[src/rtl/dshm_pkg.sv]
package dshm_pkg;
  typedef enum logic [2:0] {
    ST_IDLE  = 3'd0,
    ST_A_SET = 3'd1,
    ST_A_TRK = 3'd2,
    ST_A_FRZ = 3'd3,
    ST_B_SET = 3'd4,
    ST_B_TRK = 3'd5
  } seq_st_e;
endpackage

[src/rtl/dshm_code_buf.sv]
module dshm_code_buf #(
  parameter int CODE_W = 12,
  parameter int N_CH   = 2
) (
  input  logic                         clk_i,
  input  logic                         rst_ni,
  input  logic                         wr_i,
  input  logic [N_CH-1:0][CODE_W-1:0]  code_i,
  input  logic                         take_i,
  output logic [N_CH-1:0][CODE_W-1:0]  code_o,
  output logic                         pend_o
);
  for (genvar c = 0; c < N_CH; c++) begin : g_ch
    logic [CODE_W-1:0] code_q;
    always_ff @(posedge clk_i or negedge rst_ni) begin
      if (!rst_ni)   code_q <= '0;
      else if (wr_i) code_q <= code_i[c];
    end
    assign code_o[c] = code_q;
  end

  // a write in the take cycle stays pending for the following schedule
  always_ff @(posedge clk_i or negedge rst_ni) begin
    if (!rst_ni)      pend_o <= 1'b0;
    else if (wr_i)    pend_o <= 1'b1;
    else if (take_i)  pend_o <= 1'b0;
  end
endmodule

[src/rtl/dshm_refresh_tmr.sv]
module dshm_refresh_tmr #(
  parameter int CNT_W = 16
) (
  input  logic             clk_i,
  input  logic             rst_ni,
  input  logic             load_i,
  input  logic [CNT_W-1:0] period_i,
  input  logic             idle_i,
  output logic             due_o
);
  logic [CNT_W-1:0] left_q;
  logic             armed_q;

  always_ff @(posedge clk_i or negedge rst_ni) begin
    if (!rst_ni) begin
      left_q  <= '0;
      armed_q <= 1'b0;
    end else if (load_i) begin
      left_q  <= period_i;
      armed_q <= 1'b1;
    end else if (idle_i && left_q != '0) begin
      left_q  <= left_q - 1'b1;
    end
  end

  assign due_o = armed_q && (left_q == '0);
endmodule

[src/rtl/dshm_seq_fsm.sv]
module dshm_seq_fsm
  import dshm_pkg::*;
#(
  parameter int CNT_W = 16
) (
  input  logic             clk_i,
  input  logic             rst_ni,
  input  logic             start_i,
  input  logic [CNT_W-1:0] settle_i,
  input  logic [CNT_W-1:0] track_i,
  output seq_st_e          st_o,
  output logic             done_o
);
  seq_st_e          st_q;
  logic [CNT_W-1:0] cnt_q;
  logic             last;

  function automatic logic [CNT_W-1:0] at_least_one(input logic [CNT_W-1:0] v);
    return (v == '0) ? {{(CNT_W-1){1'b0}}, 1'b1} : v;
  endfunction

  assign last = (cnt_q <= {{(CNT_W-1){1'b0}}, 1'b1});

  always_ff @(posedge clk_i or negedge rst_ni) begin
    if (!rst_ni) begin
      st_q  <= ST_IDLE;
      cnt_q <= '0;
    end else begin
      unique case (st_q)
        ST_IDLE: if (start_i) begin
          st_q  <= ST_A_SET;
          cnt_q <= at_least_one(settle_i);
        end
        ST_A_SET: if (last) begin
          st_q  <= ST_A_TRK;
          cnt_q <= at_least_one(track_i);
        end else cnt_q <= cnt_q - 1'b1;
        ST_A_TRK: if (last) st_q <= ST_A_FRZ;
                  else      cnt_q <= cnt_q - 1'b1;
        ST_A_FRZ: begin
          st_q  <= ST_B_SET;
          cnt_q <= at_least_one(settle_i);
        end
        ST_B_SET: if (last) begin
          st_q  <= ST_B_TRK;
          cnt_q <= at_least_one(track_i);
        end else cnt_q <= cnt_q - 1'b1;
        ST_B_TRK: if (last) st_q <= ST_IDLE;
                  else      cnt_q <= cnt_q - 1'b1;
        default:  st_q <= ST_IDLE;
      endcase
    end
  end

  assign st_o   = st_q;
  assign done_o = (st_q == ST_B_TRK) && last;
endmodule

[src/rtl/dac_sh_mux_ctrl.sv]
module dac_sh_mux_ctrl
  import dshm_pkg::*;
#(
  parameter int CODE_W = 12,
  parameter int CNT_W  = 16
) (
  input  logic              clk_i,
  input  logic              rst_ni,
  input  logic              code_wr_i,
  input  logic [CODE_W-1:0] code_a_i,
  input  logic [CODE_W-1:0] code_b_i,
  input  logic [CNT_W-1:0]  settle_cyc_i,
  input  logic [CNT_W-1:0]  track_cyc_i,
  input  logic [CNT_W-1:0]  refresh_cyc_i,
  output logic [CODE_W-1:0] dac_code_o,
  output logic              hold_a_o,
  output logic              hold_b_o
);
  localparam int N_CH = 2;

  logic [N_CH-1:0][CODE_W-1:0] wr_codes, buf_codes;
  logic        pend, due, start, done, idle;
  seq_st_e     st;
  logic [CODE_W-1:0] dac_q, b_code_q;

  assign wr_codes = {code_b_i, code_a_i};
  assign idle     = (st == ST_IDLE);
  assign start    = idle && (pend || due);

  dshm_code_buf #(.CODE_W(CODE_W), .N_CH(N_CH)) u_buf (
    .clk_i, .rst_ni,
    .wr_i   (code_wr_i),
    .code_i (wr_codes),
    .take_i (start),
    .code_o (buf_codes),
    .pend_o (pend)
  );

  dshm_refresh_tmr #(.CNT_W(CNT_W)) u_tmr (
    .clk_i, .rst_ni,
    .load_i   (done),
    .period_i (refresh_cyc_i),
    .idle_i   (idle),
    .due_o    (due)
  );

  dshm_seq_fsm #(.CNT_W(CNT_W)) u_fsm (
    .clk_i, .rst_ni,
    .start_i  (start),
    .settle_i (settle_cyc_i),
    .track_i  (track_cyc_i),
    .st_o     (st),
    .done_o   (done)
  );

  // B's code is snapshotted at start so a later write cannot reach it
  always_ff @(posedge clk_i or negedge rst_ni) begin
    if (!rst_ni) begin
      dac_q    <= '0;
      b_code_q <= '0;
    end else if (start) begin
      dac_q    <= buf_codes[0];
      b_code_q <= buf_codes[1];
    end else if (st == ST_A_FRZ) begin
      dac_q    <= b_code_q;
    end
  end

  assign dac_code_o = dac_q;
  assign hold_a_o   = (st != ST_A_TRK);
  assign hold_b_o   = (st != ST_B_TRK);
endmodule

[config.mk]
export PLATFORM = sky130hd
export DESIGN_NAME = dac_sh_mux_ctrl
export DESIGN_NICKNAME = d
export VERILOG_FILES = /design/src/rtl/dshm_pkg.sv /design/src/rtl/dshm_code_buf.sv /design/src/rtl/dshm_refresh_tmr.sv /design/src/rtl/dshm_seq_fsm.sv /design/src/rtl/dac_sh_mux_ctrl.sv
export SDC_FILE = /design/constraint.sdc
export NUM_CORES = 1
export LEC_CHECK = 0
export BUFFER_PORTS_ARGS = -buffer_cell sky130_fd_sc_hd__buf_2
export CAP_MARGIN = 20
export CELL_PAD_IN_SITES_DETAIL_PLACEMENT = 2
export CELL_PAD_IN_SITES_GLOBAL_PLACEMENT = 2
export CORE_MARGIN = 2
export CORE_UTILIZATION = 33
export DETAILED_ROUTE_END_ITERATION = 16
export PLACE_DENSITY = 0.86
export REMOVE_ABC_BUFFERS = 1
export SLEW_MARGIN = 0
export SYNTH_ARGS = -nofsm -noshare
export SYNTH_HDL_FRONTEND = slang
export SYNTH_HIERARCHICAL = 1
export SYNTH_SLANG_ARGS = --single-unit
[constraint.sdc]
create_clock -name clk_i -period 2.8 [get_ports clk_i]
set_input_delay 0.56 -clock clk_i [delete_from_list [all_inputs] [get_ports clk_i]]
set_output_delay 0.56 -clock clk_i [all_outputs]
set_load 0.1 [all_outputs]
==> metrics.cfg, run 1 <==
[outcome]
status = completed

[grt]
antenna_found_initial = 0
grt_max_degree = 49
grt_pass1_vias = 4673
gr-total-overflow = 0
grt_usage_pct = 20.21
grt_pass1_wl_mm = 25.27

[pwr]
peakVddDrop_uv = 592.4
clkPwrFrac_pct = 19.1
p_per_area_nw_per_um2 = 1024
p_int_mw = 3.416
p_switching_mw = 2.656
pwr-share-seq_pct = 33.3
p_leak_nw = 2.548
swShare_pct = 43.74
total_power_mw = 6.072
p_comb_share_pct = 47.7

[route]
wl_per_cell_um = 20.52
wl_mm = 15.18
antenna_left = 0
vias_per_cell = 5.462
drc = 0
vias = 4042
drt_first_pass_iters = 4
drt_iter0_markers = 172

[worst_setup_path]
required_ns = 3.03
crit_path_start_kind = flip-flop
reg2reg_slack_ns = 0.09
cp-end-kind = flip-flop
arrival_ns = 2.93
path_max_fanout = 5
critical_path_class = reg2reg

[place]
gp_congestion = 0.8282
dp.cells = 717
io_buffers = 88
place_ws_ns = -0.03847
dpl.hpwl_mm = 11.00

[timing]
fin_crit_sh_pct = 96.64
holdWs_ns = 0.2328
fmax_ghz = 0.3696
fin_worst_skew_ns = 0.007883
tightest_slew_ns = 0.7763
fin_crit_ns = 2.706
setup_tns_ns = 0
setup_viol = 0
relSlewSlack_pct = 48.24
finalHoldViolCount = 0
setup_ws_ns = 0.09417
drv_slew = 0

[floorplan]
die-area_um2 = 15630
die-width_um = 125.0
io_pins = 89
start_util_pct = 33.50
core_um2 = 14420
die_h_um = 125.0
fp-row-count = 44

[synth]
syn_area_um2 = 4832
seq_area_frac_synth_pct = 44.02
yosysMostFrequentCell = dfrtp_1
synth_seq_cells = 85
ys_types = 68
synth_commonest_cells = dfrtp_1 (85), mux2_2 (39), nor2_1 (29), o21ai_0 (29), nand2_1 (23)
ys_top_cells_by_area = dfrtp_1 (44%), mux2_2 (9.1%), mux2_4 (6.5%)
postSynth.asyncResetShare_pct = 100.0
synthCells = 443
synth.avg_cell_area_um2 = 10.91
synth_top_area_cell = dfrtp_1
ys_warn_count = 6
ys.flop_type = dfrtp_1
synth-edff-count = 0
yosysTopAreaCellShare_pct = 44.02

[layout]
fin_nets = 630
drive_gt1_share_pct = 40.29
antenna_cells = 0
area_delta_synth_final_pct = 22.73
fill_cells = 1547
regArea_um2 = 2127
multiInputGateArea_um2 = 2512
fin_cells = 740

[cts]
cts_tree = yes
cts_made_buffers = 9
cts_max_level = 3
clockRootBuffer = clkbuf_16
clk_pin_slew_ns = 0.06
clockBufferDepth = 2
cts_hold_repair.buffers = 0
cts_sinks = 85
clock_latency_ns = 0.35

[worst_hold_path]
hold_path_class = in2async

[job]
max-cap-violations = 0

-- kinds of logic after synthesis --
kind of cell	after synthesis	share of synthesized area (%)
adders and majority gates	3	0.7769
AOI/OAI and AO/OA	108	15.41
buffers and inverters	34	4.583
muxes	63	16.26
and+or+nand+nor	146	18.23
xor gates and xnor gates	4	0.7251
DFF	85	44.02
-- worst max-delay path, stage by stage, from the launching register on --
cell	delay [ns]
dfrtp_1	0.39
or4_4	0.56
or4b_4	0.58
nor2_4	0.12
nand3_2	0.10
nor2_2	0.14
buf_6	0.13
buf_4	0.14
buf_4	0.13
and2_1	0.16
a31oi_2	0.05
o41ai_1	0.08
-- what timing repair did --
action                                 in CTS  in global routing
resized for setup                           1                  5
pin swaps                                   0                  4
endpoints found under the hold margin       0                  0
buffers inserted                            4                  4
setup endpoints to repair                   3                 11
-- power groups by stage --
stage / logic (mW) / clock network (mW) / registers [mW]
2_1_floorplan: 1.39 / 0 / 2.58
4_1_cts: 2.87 / 1.19 / 2.02
6_report: 2.89 / 1.16 / 2.02
5_1_grt: 3.13 / 1.23 / 2.09
3_5_place_dp: 2.84 / 0 / 2.04
3_3_place_gp: 2.69 / 0 / 1.98
-- placed cells by master, fill, tap and decap left out, types with 3 or more instances in the layout --
master / instances
or4_4: 3
nor2_1: 28
or3_1: 11
nor3_1: 13
a21oi_1: 11
buf_2: 87
buf_4: 31
clkbuf_16: 9
nand3b_1: 4
o31ai_1: 8
or4_1: 4
o211ai_1: 4
nand2_1: 23
nor4_1: 12
o21ai_0: 29
nand3_1: 7
nand4_1: 6
a22oi_1: 12
or2_2: 3
a22o_1: 12
mux2_4: 21
a2bb2oi_1: 3
mux2_2: 39
and3_1: 3
o21ai_2: 3
nand2b_1: 4
dfrtp_1: 85
inv_1: 9
and2_1: 5
a31oi_1: 5
buf_12: 3
ha_1: 3
-- routing by layer --
metal	share of wire [%]	track usage [%]
met5	0	0
met4	1.3	4.771
met3	3.7	5.263
met2	54	36.86
met1	41	23.76
-- per-stage QoR --
stage	instance area [um^2]	utilization [%]
floorplan	4648	-
CTS	5877	40.74
finish	5931	41.12
global placement	5547	38.45
global route	5931	41.12
detailed placement	5547	38.45
-- registers in the layout, indices dropped and copies added, names as in the netlist --
register           cells
dac_code_o            12
u_tmr/left_q          16
u_fsm/st_o             3
b_code_q              12
u_buf/g_ch.code_q     24
u_tmr/armed_q          1
u_fsm/cnt_q           16
u_buf/pend_o           1
-- layout make-up --
cell class	instances	share of cell area, %
clock inverters	4	0.5274
well taps	184	3.882
inverters	10	0.6329
multi-input cells	324	42.36
flip-flops and latches	85	35.86
repair buffers	122	12.47
clock buffers	11	4.262
-- worst paths after layout --
kind | end | startpoint | cells past startpoint
min | u_fsm/cnt_q[4]$_DFFE_PN0P_ | rst_ni | 1
max reg2reg | u_tmr/left_q[3]$_DFFE_PN0P_ | u_fsm/cnt_q[10]$_DFFE_PN0P_ | 11
min reg2reg | u_tmr/armed_q$_DFFE_PN0P_ | u_tmr/armed_q$_DFFE_PN0P_ | 1
max | u_tmr/left_q[3]$_DFFE_PN0P_ | u_fsm/cnt_q[10]$_DFFE_PN0P_ | 11
max in group asynchronous | b_code_q[10]$_DFFE_PN0P_ | rst_ni | 2
min in group clk_i | u_tmr/left_q[6]$_DFFE_PN0P_ | refresh_cyc_i[6] | 2
No activity file was read; power rests on OpenSTA's default activity.
==> run 2, diff against run 1 <==
REMOVE_ABC_BUFFERS = default   (was 1)
==> metrics.cfg, run 2 (synthesized netlist as in run 1, its figures left out) <==
[outcome]
status = completed

[worst_setup_path]
required_ns = 3.02  ; about the same
startpoint = u_fsm/cnt_q[12]$_DFFE_PN0P_
reg2reg_depth = 10  ; -1
cp-end-kind = flip-flop
critical_path_class = reg2reg
cp-endpoint = u_tmr/left_q[9]$_DFFE_PN0P_
arrival_ns = 2.91  ; -0.02 ns
reg2reg_slack_ns = 0.11  ; about the same
r2r-end = u_tmr/left_q[9]$_DFFE_PN0P_
path_max_fanout = 23  ; +18
r2r-start = u_fsm/cnt_q[12]$_DFFE_PN0P_
crit_path_start_kind = flip-flop

[cts]
clk_pin_slew_ns = 0.06  ; about the same
cts_hold_repair.buffers = 0  ; unchanged
cts_made_buffers = 9  ; unchanged
clockRootBuffer = clkbuf_16
cts_sinks = 85  ; unchanged
cts_max_level = 3  ; unchanged
cts_tree = yes
clock_latency_ns = 0.35  ; about the same
clockBufferDepth = 2  ; unchanged

[layout]
top_regs = u_buf/g_ch.code_q: 24 flops, u_fsm/cnt_q: 16 flops, u_tmr/left_q: 16 flops
final_common_cell = buf_2
fin_nets = 621  ; -1.4%
fin_cells = 732  ; -1.1%
mostFrequentLayoutCells = buf_2 (87), dfrtp_1 (85), mux2_2 (39), o21ai_0 (29), nor2_1 (28)
largest_reg_flops = 24  ; unchanged
largest-register = u_buf/g_ch.code_q
drive_gt1_share_pct = 39.23  ; -1.1 points
area_delta_synth_final_pct = 21.93
antenna_cells = 0  ; unchanged

[worst_hold_path]
hold_path_class = in2async

[floorplan]
core_um2 = 14420  ; unchanged
start_util_pct = 33.50  ; unchanged
io_pins = 89  ; unchanged
die-area_um2 = 15630  ; unchanged
fp-row-count = 44  ; unchanged
die-width_um = 125.0  ; unchanged
die_h_um = 125.0  ; unchanged

[pwr]
swShare_pct = 43.43  ; -0.31 points
p_per_area_nw_per_um2 = 1028  ; +0.42%
p_comb_share_pct = 46.9  ; -0.8 points
clkPwrFrac_pct = 20.1  ; +1.0 points
peakVddDrop_uv = 373.0  ; -37%
pwr-share-seq_pct = 33.0  ; -0.3 points
p_leak_nw = 2.500  ; -1.9%
total_power_mw = 6.058  ; -0.23%
p_int_mw = 3.427  ; +0.32%
p_switching_mw = 2.631  ; -0.94%

[place]
dp.cells = 711  ; -0.84%
io_buffers = 88  ; unchanged
gp_congestion = 0.8296  ; +0.17%
dpl.hpwl_mm = 10.90  ; -0.96%

[grt]
grt_pass1_wl_mm = 24.27  ; -4.0%
grt_pass1_vias = 4490  ; -3.9%
gr-total-overflow = 0  ; unchanged
antenna_found_initial = 0  ; unchanged
grt_max_degree = 47  ; -4.1%
grt_usage_pct = 19.45  ; -0.76 points

[timing]
setup_tns_ns = 0  ; unchanged
drv_slew = 0  ; unchanged
relSlewSlack_pct = 46.82  ; -1.4 points
rsz0062_at_grt = false
setup_viol = 0  ; unchanged
finalHoldViolCount = 0  ; unchanged
tightest_slew_ns = 0.7978  ; +0.02144 ns
fin_crit_sh_pct = 96.13  ; -0.50 points
holdWs_ns = 0.2224  ; -0.01046 ns
fin_worst_skew_ns = 0.007028  ; -0.0008555 ns
fmax_ghz = 0.3715  ; +0.53%
fin_crit_ns = 2.692  ; -0.01414 ns

[job]
max-cap-violations = 0  ; unchanged

[synth]
synth_fp_nets = 521

[route]
antenna_left = 0  ; unchanged
vias_per_cell = 5.499  ; +0.67%
drt_first_pass_iters = 4  ; unchanged
drc = 0  ; unchanged
wl_per_cell_um = 20.49  ; -0.13%
drt_iter0_markers = 177  ; +2.9%
vias = 4025  ; -0.42%
wl_mm = 15.00  ; -1.2%

run 2: cell types whose count changed in the layout (fill, tap and decap cells not counted), moves of 2 or more:
cell / before / now
buf_4: 31 / 21
clkinvlp_4: 0 / 3
clkbuf_1: 0 / 2
clkbuf_8: 2 / 0
run 2: metal layers:
metal	global-route usage [%]	wire, um	share of wire [%]
met1	23.84	6460	43
met2	35.36	7865	52
met3	4.365	542	3.6
met4	3.529	129	0.86
met5	0	0	0
run 2: worst min path at each step:
stage | from | endpoint | slack, ns | depth (start not counted)
after global placement | u_tmr/armed_q$_DFFE_PN0P_ | u_tmr/armed_q$_DFFE_PN0P_ | 0.44 | 1
after global routing | rst_ni | u_fsm/cnt_q[5]$_DFFE_PN0P_ | 0.25 | 1
after floorplan | rst_ni | b_code_q[0]$_DFFE_PN0P_ | 0.26 | 0
final | rst_ni | u_tmr/left_q[14]$_DFFE_PN0P_ | 0.22 | 1
after CTS | rst_ni | u_fsm/cnt_q[7]$_DFFE_PN0P_ | 0.24 | 1
after detailed placement | u_tmr/armed_q$_DFFE_PN0P_ | u_tmr/armed_q$_DFFE_PN0P_ | 0.49 | 1
run 2: power groups by stage:
stage	Sequential, mW	Clock [mW]	Combinational, mW
2_1_floorplan	2.55	0	1.52
4_1_cts	2.00	1.26	2.84
3_5_place_dp	2.02	0	2.81
6_report	2.00	1.22	2.84
3_3_place_gp	1.97	0	2.68
5_1_grt	2.06	1.30	3.07
run 2: what timing repair did:
item	CTS	global route
pin swaps	2	3
setup endpoints to repair	3	11
buffers inserted	2	3
gates resized for setup	2	6
run 2: critical path, cell delays in order, from the launching register on:
cell,delay [ns]
dfrtp_1,0.40
or4_4,0.56
or4b_4,0.56
nor2_4,0.14
nand3_2,0.11
nor2_4,0.13
buf_12,0.17
nand2b_1,0.11
o21ai_0,0.08
a31oi_1,0.19
o31ai_1,0.10
run 2: metrics by stage:
stage	instance area (um^2)	setup slack [ns]	utilization, %
detailed placement	5530	0.01294	38.34
global placement	5530	0.09608	38.34
floorplan	4838	0.07901	-
CTS	5848	0.01925	40.54
global route	5892	0.01902	40.85
finish	5892	0.1083	40.85
run 2: final cells by class:
type / count / area [um^2]
Clock inverter: 5 / 61.31
Clock buffer: 11 / 232.7
Timing Repair Buffer: 113 / 684.4
Fill cell: 1586 / 8532
Sequential cell: 85 / 2127
Inverter: 10 / 42.54
Multi-Input combinational cell: 324 / 2514
Tap cell: 184 / 230.2
==> run 3, diff against run 2 <==
CORE_MARGIN = 5   (was 2)
PLACE_DENSITY = 0.78   (was 0.86)
==> metrics.cfg, run 3 (synthesized netlist as in run 1, its figures left out) <==
[cts]
cts_sinks = 85  ; unchanged
cts_made_buffers = 9  ; unchanged
clk_pin_slew_ns = 0.07  ; about the same
clock_latency_ns = 0.35  ; about the same
cts_tree = yes
cts_max_level = 3  ; unchanged
cts_hold_repair.buffers = 0  ; unchanged
clockBufferDepth = 2  ; unchanged
clockRootBuffer = clkbuf_16

[layout]
antenna_cells = 0  ; unchanged
top_regs = u_buf/g_ch.code_q: 24 flops, u_fsm/cnt_q: 16 flops, u_tmr/left_q: 16 flops
largest-register = u_buf/g_ch.code_q
mostFrequentLayoutCells = buf_2 (87), dfrtp_1 (85), mux2_2 (39), o21ai_0 (29), nor2_1 (28)
design_area_um2 = 5888  ; about the same
area_delta_synth_final_pct = 21.85  ; about the same
regArea_um2 = 2127  ; unchanged
drive_gt1_share_pct = 39.05  ; -0.18 points
fin_nets = 621  ; unchanged
largest_reg_flops = 24  ; unchanged
post-route-util_pct = 40.82  ; about the same
fill_cells = 1577  ; -0.57%
multiInputGateArea_um2 = 2501  ; -0.50%
final_common_cell = buf_2
fin_cells = 732  ; unchanged

[worst_setup_path]
arrival_ns = 2.93  ; +0.02 ns
slowest_stage = or4b_4
cp-end-kind = flip-flop
required_ns = 3.02  ; about the same
crit_path_frequent_cell = nor2_4
crit_path_start_kind = flip-flop
critPathMaxStageDelay_ns = 0.60  ; +0.04 ns
startpoint = u_fsm/cnt_q[12]$_DFFE_PN0P_
cp_cell_sequence = or4_4 > or4b_4 > nor2_4 > nand3_2 > nor2_4 > buf_12 > nand2b_1 > o21ai_0 > a31oi_1 > o31ai_1
critical_path_class = reg2reg
crit_family = simple AND/OR/NAND/NOR gates
path_max_fanout = 10  ; -57%
r2r-start = u_fsm/cnt_q[12]$_DFFE_PN0P_
critical_path_buf_inv_count = 1  ; unchanged

[route]
drc = 0  ; unchanged
antenna_left = 0  ; unchanged
drt_first_pass_iters = 4  ; unchanged
drt_iter0_markers = 166  ; -6.2%
wl_per_cell_um = 20.62  ; +0.64%
vias_per_cell = 5.449  ; -0.89%
wl_mm = 15.09  ; +0.64%
vias = 3989  ; -0.89%

[place]
dpl.hpwl_mm = 10.87  ; -0.26%
gp_congestion = 0.8072  ; -2.7%
dp.cells = 710  ; -0.14%
io_buffers = 88  ; unchanged
place_area_um2 = 5510  ; -0.36%

[pwr]
p_per_area_nw_per_um2 = 1021  ; -0.72%
p_leak_nw = 2.517  ; +0.69%
peakVddDrop_uv = 672.4  ; +80%

[timing]
setup_viol = 0  ; unchanged
tightest_slew_ns = 0.7752  ; -0.02254 ns
fmax_ghz = 0.3692  ; -0.61%
relSlewSlack_pct = 48.32  ; +1.5 points
fin_crit_ns = 2.708  ; +0.01662 ns
finalHoldViolCount = 0  ; unchanged
drv_slew = 0  ; unchanged
fin_crit_sh_pct = 96.73  ; +0.59 points
holdWs_ns = 0.05175  ; -0.1706 ns
setup_tns_ns = 0  ; unchanged
fin_worst_skew_ns = 0.01115  ; +0.004123 ns

[floorplan]
die-width_um = 131.0  ; +4.8%
die-area_um2 = 17160  ; +9.8%
start_util_pct = 33.50  ; unchanged
core_um2 = 14420  ; unchanged
fp-row-count = 44  ; unchanged
die_h_um = 131.0  ; +4.8%
io_pins = 89  ; unchanged

[grt]
grt_usage_pct = 17.71  ; -1.7 points
grt_pass1_wl_mm = 23.64  ; -2.6%
antenna_found_initial = 0  ; unchanged
gr-total-overflow = 0  ; unchanged
grt_pass1_vias = 4471  ; -0.42%
grt_max_degree = 75  ; +60%

[synth]
synth_fp_nets = 521  ; unchanged

[worst_hold_path]
hold_path_class = in2async

[job]
max-cap-violations = 0  ; unchanged

[outcome]
status = completed

run 3: changes by cell type in the layout (fill, tap and decap cells not counted), moves of 2 or more:
cell / before / now
inv_8: 0 / 3
clkbuf_1: 2 / 0
clkinv_4: 2 / 0
clkinvlp_4: 3 / 1
inv_6: 0 / 2
run 3: what timing repair did:
| action | 4_1_cts | 5_1_grt |
|---|---|---|
| resized for setup | 0 | 4 |
| endpoints found under the setup margin | 0 | 10 |
| buffers inserted | 0 | 5 |
run 3: worst paths after layout:
path	end	slack (ns)	depth (start not counted)
worst max-delay path	u_tmr/left_q[9]$_DFFE_PN0P_	0.09	10
worst min-delay path	u_tmr/left_q[4]$_DFFE_PN0P_	0.05	1
worst max register to register	u_tmr/left_q[9]$_DFFE_PN0P_	0.09	10
worst min register to register	u_tmr/armed_q$_DFFE_PN0P_	0.46	1
max in group asynchronous	u_buf/g_ch[0].code_q[4]$_DFFE_PN0P_	2.10	2
min in group clk_i	u_tmr/left_q[6]$_DFFE_PN0P_	0.42	2
run 3: cell type report:
cell class | instances | share of cell area, %
Sequential cell | 85 | 36.12
Inverter | 10 | 0.6800
Timing Repair Buffer | 113 | 11.71
Tap cell | 184 | 3.910
Multi-Input combinational cell | 324 | 42.48
Clock buffer | 9 | 3.825
Clock inverter | 7 | 1.275
run 3: where the power goes:
group,internal (mW),switching [mW],leakage [nW]
Combinational,1.06,1.72,1.37
Sequential,1.64,0.379,1.01
Clock,0.634,0.574,0.145
run 3: layer usage:
layer	wire [um]	global-route usage (%)	up-vias
li1	-	-	1876
met1	6181	20.96	2045
met2	8300	32.26	57
met3	475	4.390	11
met4	136	3.932	0
met5	0	0	-
run 3: metrics by stage:
stage / setup WS (ns) / total power [mW]
4_1_cts: 0.001529 / 6.075
2_1_floorplan: 0.07901 / 4.076
5_1_grt: -0.005119 / 6.376
3_5_place_dp: 0.04044 / 4.810
6_report: 0.09168 / 6.010
3_3_place_gp: 0.1501 / 4.641
